===== src/rtl/i2c_irq_pkg.sv =====
package i2c_irq_pkg;

    localparam int NUM_SRC = 12;
    localparam int CAUSE_W = 13;

    localparam int SRC_RX_FULL  = 2;
    localparam int SRC_TX_EMPTY = 4;
    localparam int SRC_TX_ABRT  = 6;

    localparam logic [NUM_SRC-1:0] LEVEL_SRC  = (NUM_SRC'(1) << SRC_RX_FULL) |
                                                (NUM_SRC'(1) << SRC_TX_EMPTY);
    localparam logic [NUM_SRC-1:0] MASK_RESET = 12'h254;
    // bits 6 and 8 of the cause vector carry no meaning
    localparam logic [CAUSE_W-1:0] CAUSE_VALID = 13'h1EBF;

    localparam int A_RAW     = 'h00;
    localparam int A_MASKED  = 'h01;
    localparam int A_MASK    = 'h02;
    localparam int A_CAUSE   = 'h03;
    localparam int A_CLR_ALL = 'h08;
    localparam int A_CLR_BASE = 'h10;

    typedef enum logic [2:0] {
        SEL_ZERO,
        SEL_RAW,
        SEL_MASKED,
        SEL_MASK,
        SEL_CAUSE
    } rsel_e;

    function automatic rsel_e decode_sel(input int a);
        case (a)
            A_RAW:    return SEL_RAW;
            A_MASKED: return SEL_MASKED;
            A_MASK:   return SEL_MASK;
            A_CAUSE:  return SEL_CAUSE;
            default:  return SEL_ZERO;
        endcase
    endfunction

endpackage


===== src/rtl/i2c_irq_regif.sv =====
module i2c_irq_regif
    import i2c_irq_pkg::*;
#(
    parameter int ADDR_W = 5,
    parameter int DATA_W = 16
) (
    input  logic              clk,
    input  logic              rst,
    input  logic [ADDR_W-1:0] addr_i,
    input  logic              rd_en_i,
    input  logic              wr_en_i,
    input  logic [NUM_SRC-1:0] wr_data_i,
    input  logic [NUM_SRC-1:0] raw_i,
    input  logic [CAUSE_W-1:0] cause_i,
    output logic [NUM_SRC-1:0] mask_o,
    output logic [NUM_SRC-1:0] clr_o,
    output logic               clr_cause_o,
    output logic [DATA_W-1:0]  rd_data_o
);

    logic  clr_all;
    rsel_e sel;

    assign clr_all = rd_en_i && (addr_i == ADDR_W'(A_CLR_ALL));

    for (genvar i = 0; i < NUM_SRC; i++) begin : g_clr
        assign clr_o[i] = clr_all ||
                          (rd_en_i && (addr_i == ADDR_W'(A_CLR_BASE + i)));
    end

    assign clr_cause_o = rd_en_i && (addr_i == ADDR_W'(A_CLR_BASE + SRC_TX_ABRT));

    always_ff @(posedge clk) begin
        if (rst)
            mask_o <= MASK_RESET;
        else if (wr_en_i && (addr_i == ADDR_W'(A_MASK)))
            mask_o <= wr_data_i;
    end

    assign sel = decode_sel(int'(addr_i));

    always_comb begin
        rd_data_o = '0;
        case (sel)
            SEL_RAW:    rd_data_o = DATA_W'(raw_i);
            SEL_MASKED: rd_data_o = DATA_W'(raw_i & mask_o);
            SEL_MASK:   rd_data_o = DATA_W'(mask_o);
            SEL_CAUSE:  rd_data_o = DATA_W'(cause_i);
            default:    rd_data_o = '0;
        endcase
    end

    p_mask_write_r4: assert property (@(posedge clk) disable iff (rst)
        (wr_en_i && addr_i == ADDR_W'(A_MASK)) |=> (mask_o == $past(wr_data_i)));

    p_mask_hold_r4: assert property (@(posedge clk) disable iff (rst)
        !(wr_en_i && addr_i == ADDR_W'(A_MASK)) |=> $stable(mask_o));

endmodule


===== src/rtl/i2c_irq_status.sv =====
module i2c_irq_status
    import i2c_irq_pkg::*;
(
    input  logic               clk,
    input  logic               rst,
    input  logic [NUM_SRC-1:0] ev_i,
    input  logic [NUM_SRC-1:0] clr_i,
    output logic [NUM_SRC-1:0] raw_o
);

    for (genvar i = 0; i < NUM_SRC; i++) begin : g_bit
        if (LEVEL_SRC[i]) begin : g_level
            always_ff @(posedge clk) begin
                if (rst) raw_o[i] <= 1'b0;
                else     raw_o[i] <= ev_i[i];
            end

            p_level_follow_r2: assert property (@(posedge clk) disable iff (rst)
                1'b1 |=> (raw_o[i] == $past(ev_i[i])));
        end else begin : g_sticky
            always_ff @(posedge clk) begin
                if (rst) raw_o[i] <= 1'b0;
                else     raw_o[i] <= (raw_o[i] && !clr_i[i]) || ev_i[i];
            end

            p_set_wins_r7: assert property (@(posedge clk) disable iff (rst)
                ev_i[i] |=> raw_o[i]);

            p_clear_r5: assert property (@(posedge clk) disable iff (rst)
                (clr_i[i] && !ev_i[i]) |=> !raw_o[i]);

            p_hold_r1: assert property (@(posedge clk) disable iff (rst)
                (!clr_i[i] && !ev_i[i]) |=> $stable(raw_o[i]));
        end
    end

endmodule


===== src/rtl/i2c_irq_abort.sv =====
module i2c_irq_abort
    import i2c_irq_pkg::*;
(
    input  logic               clk,
    input  logic               rst,
    input  logic               abort_ev_i,
    input  logic [CAUSE_W-1:0] cause_in_i,
    input  logic               clr_cause_i,
    output logic [CAUSE_W-1:0] cause_o,
    output logic               flush_o
);

    logic [CAUSE_W-1:0] cause_new;

    assign cause_new = abort_ev_i ? (cause_in_i & CAUSE_VALID) : '0;

    always_ff @(posedge clk) begin
        if (rst) begin
            cause_o <= '0;
            flush_o <= 1'b0;
        end else begin
            cause_o <= (clr_cause_i ? '0 : cause_o) | cause_new;
            flush_o <= abort_ev_i;
        end
    end

    p_cause_hold_r9: assert property (@(posedge clk) disable iff (rst)
        (!clr_cause_i && !abort_ev_i) |=> $stable(cause_o));

    p_cause_accum_r8: assert property (@(posedge clk) disable iff (rst)
        (abort_ev_i && !clr_cause_i) |=>
        ((cause_o & $past(cause_o)) == $past(cause_o)));

    p_flush_on_r10: assert property (@(posedge clk) disable iff (rst)
        abort_ev_i |=> flush_o);

    p_flush_off_r10: assert property (@(posedge clk) disable iff (rst)
        !abort_ev_i |=> !flush_o);

endmodule


===== src/rtl/i2c_irq_unit.sv =====
module i2c_irq_unit
    import i2c_irq_pkg::*;
#(
    parameter int ADDR_W = 5,
    parameter int DATA_W = 16
) (
    input  logic               clk,
    input  logic               rst,
    input  logic [NUM_SRC-1:0] ev_i,
    input  logic [CAUSE_W-1:0] abort_cause_i,
    input  logic [ADDR_W-1:0]  addr_i,
    input  logic               rd_en_i,
    input  logic               wr_en_i,
    input  logic [NUM_SRC-1:0] wr_data_i,
    output logic [DATA_W-1:0]  rd_data_o,
    output logic               irq_o,
    output logic               flush_o
);

    logic [NUM_SRC-1:0] raw;
    logic [NUM_SRC-1:0] mask;
    logic [NUM_SRC-1:0] clr;
    logic               clr_cause;
    logic [CAUSE_W-1:0] cause;

    i2c_irq_regif #(.ADDR_W(ADDR_W), .DATA_W(DATA_W)) u_regif (
        .clk         (clk),
        .rst         (rst),
        .addr_i      (addr_i),
        .rd_en_i     (rd_en_i),
        .wr_en_i     (wr_en_i),
        .wr_data_i   (wr_data_i),
        .raw_i       (raw),
        .cause_i     (cause),
        .mask_o      (mask),
        .clr_o       (clr),
        .clr_cause_o (clr_cause),
        .rd_data_o   (rd_data_o)
    );

    i2c_irq_status u_status (
        .clk   (clk),
        .rst   (rst),
        .ev_i  (ev_i),
        .clr_i (clr),
        .raw_o (raw)
    );

    i2c_irq_abort u_abort (
        .clk         (clk),
        .rst         (rst),
        .abort_ev_i  (ev_i[SRC_TX_ABRT]),
        .cause_in_i  (abort_cause_i),
        .clr_cause_i (clr_cause),
        .cause_o     (cause),
        .flush_o     (flush_o)
    );

    assign irq_o = |(raw & mask);

    p_flush_pending_r10: assert property (@(posedge clk) disable iff (rst)
        flush_o |-> raw[SRC_TX_ABRT]);

    p_irq_needs_mask_r3: assert property (@(posedge clk) disable iff (rst)
        (mask == '0) |-> !irq_o);

endmodule


===== config.mk =====
export PLATFORM = sky130hd
export DESIGN_NAME = i2c_irq_unit
export DESIGN_NICKNAME = d
export VERILOG_FILES = /design/src/rtl/i2c_irq_pkg.sv /design/src/rtl/i2c_irq_regif.sv /design/src/rtl/i2c_irq_status.sv /design/src/rtl/i2c_irq_abort.sv /design/src/rtl/i2c_irq_unit.sv
export SDC_FILE = /design/constraint.sdc
export NUM_CORES = 1
export LEC_CHECK = 0
export CAP_MARGIN = 20
export CORE_MARGIN = 1.5
export CORE_UTILIZATION = 45
export CTS_CLUSTER_SIZE = 30
export DETAILED_ROUTE_END_ITERATION = 10
export GPL_TIMING_DRIVEN = 1
export PLACE_DENSITY = 0.8
export SLEW_MARGIN = 20
export SYNTH_ARGS = -nofsm -noshare
export SYNTH_HDL_FRONTEND = slang
export SYNTH_SLANG_ARGS = --single-unit

===== constraint.sdc =====
create_clock -name clk -period 3.4 [get_ports clk]
set_input_delay 0.51 -clock clk [delete_from_list [all_inputs] [get_ports clk]]
set_output_delay 0.51 -clock clk [all_outputs]
set_load 0.01 [all_outputs]

# Word-level counts from Yosys, hierarchy flattened
# Cells that the tools add are included.
word_totals:
  regBits: 38
  latch_bits: 0
  ram_bits: 0
  romBits: 0
  inputBits: 46
  output_inout_bits: 18
  elab_cells: 94
  memories: 0
classes:
  add_sub_neg: 0
  multipliers: 0
  div: 0
  order_cmp: 0
  eq_ne: 18
  shift: 0
  n_mux: 4
  bitwise_logic: 3
  reduce_logical: 54
op_table:
  columns: ["cell", "count"]
  rows:
  - ["16-bit case mux with 4 select lines", 1]
  - ["5-bit equality test (second input constant)", 10]
  - ["13-bit 2-to-1 mux", 2]
  - ["12-bit bitwise AND", 2]
  - ["1-bit logical AND", 22]
  - ["1-bit logical OR", 20]
  - ["13-bit OR", 1]
  - ["3-bit case mux with 4 select lines", 1]
  - ["12-bit OR reduction", 1]
  - ["5-bit by 2-bit equality test with 1-bit output (second input constant)", 2]
  - ["1-bit logical NOT", 10]
  - ["3-bit by 2-bit equality test with 1-bit output (second input constant)", 2]
  - ["5-bit by 1-bit equality test with 1-bit output (second input constant)", 1]
  - ["5-bit by 4-bit equality test with 1-bit output (second input constant)", 1]
  - ["5-bit logical NOT", 1]
  - ["3-bit by 1-bit equality test with 1-bit output (second input constant)", 1]
  - ["3-bit equality test (second input constant)", 1]

# Depth between registers and ports, before layout
depth:
  ltp_word: 6
  ltp_mapped: 6
  depth_no_buf: 3

# Cells and area by module
# From an unflattened synthesis, not the netlist that was laid out.
unflattened:
  cells_unflattened: 247
  hier_area_um2: 2127.0
modules_own_cells:
  columns: ["mod", "instances", "cells_per_inst", "area_each_um2", "seq_area_each_um2"]
  rows:
  - ["i2c_irq_regif", 1, 143, 1128.6, 240.2]
  - ["i2c_irq_abort", 1, 52, 465.4, 240.2]
  - ["i2c_irq_status", 1, 45, 456.7, 240.2]
  - ["i2c_irq_unit", 1, 7, 76.3, 0.0]

# Least setup slack after synthesis
# Ideal clock, no wire load.
synth_timing:
  path_type: "in2out"
  start: "in addr_i[4]"
  end: "out rd_data_o[0]"
  arrival_ns: 1.509
  t_required_ns: 2.890
  setup_slack_ns: 1.381
  path_stages: 5
  path_buffers: 3
  cell_sequence: "buf_6 or3_1 buf_6 buf_6 nor3_2"
synth_between:
  elab_chain_cells: 4
  word_cells_on_any_way: 10
  classes_between: "7 x eq/ne; 2 x mux; 1 x reduce/logical"
synth_rtl:
  columns: ["element", "line", "rtl"]
  rows:
  - ["from (decl)", "i2c_irq_unit.sv:11", "input logic [ADDR_W-1:0] addr_i,"]
  - ["5-bit by 2-bit equality test with 1-bit output, or another cell as far along", "i2c_irq_pkg.sv:32", "case (a)"]
  - ["3-bit case mux with 4 select lines *", "i2c_irq_pkg.sv:32", null]
  - ["3-bit equality test, or another cell as far along", "i2c_irq_regif.sv:44", "case (sel)"]
  - ["16-bit case mux with 4 select lines *", "i2c_irq_regif.sv:44", null]
  - ["to (decl)", "i2c_irq_unit.sv:15", "output logic [DATA_W-1:0] rd_data_o,"]
# Every way passes the cells marked *; elsewhere a longest branch is shown, timed or not.

# Final worst setup path
layout_timing:
  start: "in addr_i[3]"
  end: "out rd_data_o[7]"
# The elaborated chain is that of the path after synthesis.

==> results_dict.tcl <==
set metrics [dict create \
    synth_seq_cells 36 \
    grt_pass1_vias 1679 \
    post-cts-setup-buffers 0 \
    fmax_mhz 319 \
    n_antenna_cell 0 \
    synthArstFlopShare_pct 0 \
    worstMarginPinSlew_ns 0.786 \
    synth_edf_count 0 \
    grt_pass1_wl_microns 7470 \
    dpl-instance-area_sq_um 2380 \
    start_util_pct 47.9 \
    synth_common_cells "dfxtp_1, a21oi_1, nand3_1, nand2_1, o21ai_0" \
    power.internal_mw 0.755 \
    clock-sinks 36 \
    ios 64 \
    die_w_microns 66.4 \
    clockBufferDepth 2 \
    synth.avg_cell_area_sq_um 8.18 \
    postSynthCellCount 221 \
    leakage_nw 0.871 \
    clock-root-buffer "clkbuf_8" \
    clk_pin_slew_worst_paths_ns 0.07 \
    synth_area_leader_cell "dfxtp_1" \
    cts_made_buffers 5 \
    slew_violations 0 \
    powerDensity_nw_per_um2 401 \
    routedWlPerCell_microns 14.2 \
    status "finished clean" \
    drtAntennaViolNets 0 \
    ys_warn_count 0 \
    final_core_util_pct 66.0 \
    antenna_found_initial 0 \
    drive_above_1_share_pct 9.42 \
    grt_usage_pct 22.2 \
    io_buffers 58 \
    wl_microns 4590 \
    dp_cells 316 \
    drtIter0Drc 87 \
    fin_crit_sh_pct 92.1 \
    p_sw_mw 0.244 \
    vias 1766 \
    switching_share_pct 24.4 \
    die_height_microns 66.4 \
    fin_setup_tns_ns 0 \
    firstDrtPassIters 5 \
    min_period_ns 3.13 \
    setup_viol 0 \
    hold_class "flip-flop to flip-flop" \
    pwr-share-clk_pct 36.4 \
    seq_power_share_pct 46.3 \
    htreeDepth 2 \
    fin_nets 321 \
    final_cells 324 \
    cp-end-kind "output pin" \
    syn_area_sq_um 1810 \
    viasPerCell 5.45 \
    postCtsHoldBufs 0 \
    critPathRequiredTime_ns 2.89 \
    ir_drop_v 0.000245 \
    grt_max_degree 26 \
    fill_cells 361 \
    finClkSkew_ns 0 \
    fin_ws_ns 0.270 \
    tritoncts "done" \
    cts-resized-gates 0 \
    slew_headroom_pct 47.2 \
    insertion_delay_ns 0.29 \
    synth_top_area_share_pct 39.9 \
    area_delta_synth_final_pct 37.7 \
    fin_area_sq_um 2490 \
    die_area_sq_um 4400 \
    crit_arrival_ns 2.62 \
    core_area_sq_um 3770 \
    cap_violations 0 \
    globalplace.congestion 0.849 \
    rows 22 \
    grt-ovfl-total 0 \
    drc 0 \
    synth_area_leaders "dfxtp_1, a21oi_1, nor3_2" \
    rsz0062_at_grt "no" \
    synthMostInstantiatedCell "dfxtp_1" \
    finalHoldViolCount 0 \
    synth_seq_area_share_pct 39.9 \
    path_class "primary input to output pin" \
    cp_max_fo 14 \
    synth_ff_type "dfxtp_1" \
    start_kind "primary input" \
    dpl.hpwl_microns 3470 \
    yosysUniqueCellTypes 34 \
    pre_cts_slack_ns 0.286 \
    p_comb_share_pct 17.3 \
]
## path summary, 6_finish.rpt
kind	from	to	slack, ns	cells after the start
setup reg to reg	u_status.raw_o[6]	u_status.raw_o[6]	2.53	2
setup / recovery	addr_i[3]	rd_data_o[7]	0.27	4
hold / removal	u_abort.cause_o[11]	u_abort.cause_o[11]	0.49	2
hold reg to reg	u_abort.cause_o[11]	u_abort.cause_o[11]	0.49	2
## metal layers
layer  vias up  part of all wire (%)  global-route usage, %
li1        906                     -                      -
met1       784                    45                   28.6
met2        69                    47                   36.0
met3         7                   6.4                   4.60
met4         0                   1.7                   9.18
met5         -                     0                      0
## through the flow
stage	power, mW	hold slack (ns)
finish	0.999	0.487
global route	1.04	0.510
CTS	1.01	0.489
detailed placement	0.643	0.481
global placement	0.641	0.467
floorplan	0.562	0.450
## power by group through the flow
| stage | combinational, mW | clock [mW] | sequential, mW |
|---|---|---|---|
| detailed placement | 0.172 | 0 | 0.471 |
| global route | 0.190 | 0.386 | 0.465 |
| global placement | 0.170 | 0 | 0.471 |
| finish | 0.172 | 0.364 | 0.462 |
| CTS | 0.173 | 0.374 | 0.462 |
| floorplan | 0.0968 | 0 | 0.465 |
## placed cells by master (no fill, tap or decap), types with 6 or more instances in the layout
| master | n |
|---|---|
| o21ai_1 | 14 |
| o21ai_0 | 16 |
| clkdlybuf4s50_1 | 58 |
| nor2_1 | 14 |
| nand3_1 | 18 |
| nor3_2 | 11 |
| nand2_1 | 17 |
| o22ai_1 | 10 |
| buf_4 | 7 |
| inv_1 | 6 |
| a21oi_1 | 22 |
| dfxtp_1 | 36 |
| o2bb2ai_1 | 6 |
## worst max-delay path: stages
cell and delay [ns]:
clkdlybuf4s50_1 0.51, or3_1 0.68, nor3_2 0.34, clkdlybuf4s50_1 0.58
## registers in the layout, summed over array words and instances, names as in the netlist
| register | flops |
|---|---|
| u_abort.cause_o | 11 |
| u_regif.mask_o | 12 |
| u_status.raw_o | 12 |
| u_abort.flush_o | 1 |
## logic make-up after synthesis
group	count (synthesis)	synth area share [%]
AO/OA/AOI/OAI	80	27.1
XOR/XNOR	1	0.485
buffers and inverters	26	8.24
flip-flops	36	39.9
other	1	0.208
AND/OR/NAND/NOR	77	24.0
## final cells by class
class                           instances  area [sq um]  area share, %
Clock buffer                            6          72.6           2.92
Sequential cell                        36           721           29.0
Tap cell                               48          60.1           2.41
Timing Repair Buffer                   65           633           25.4
Inverter                                6          22.5          0.905
Multi-Input combinational cell        161           945           38.0
Clock inverter                          2          35.0           1.41
(Power assumes the default switching activity.)
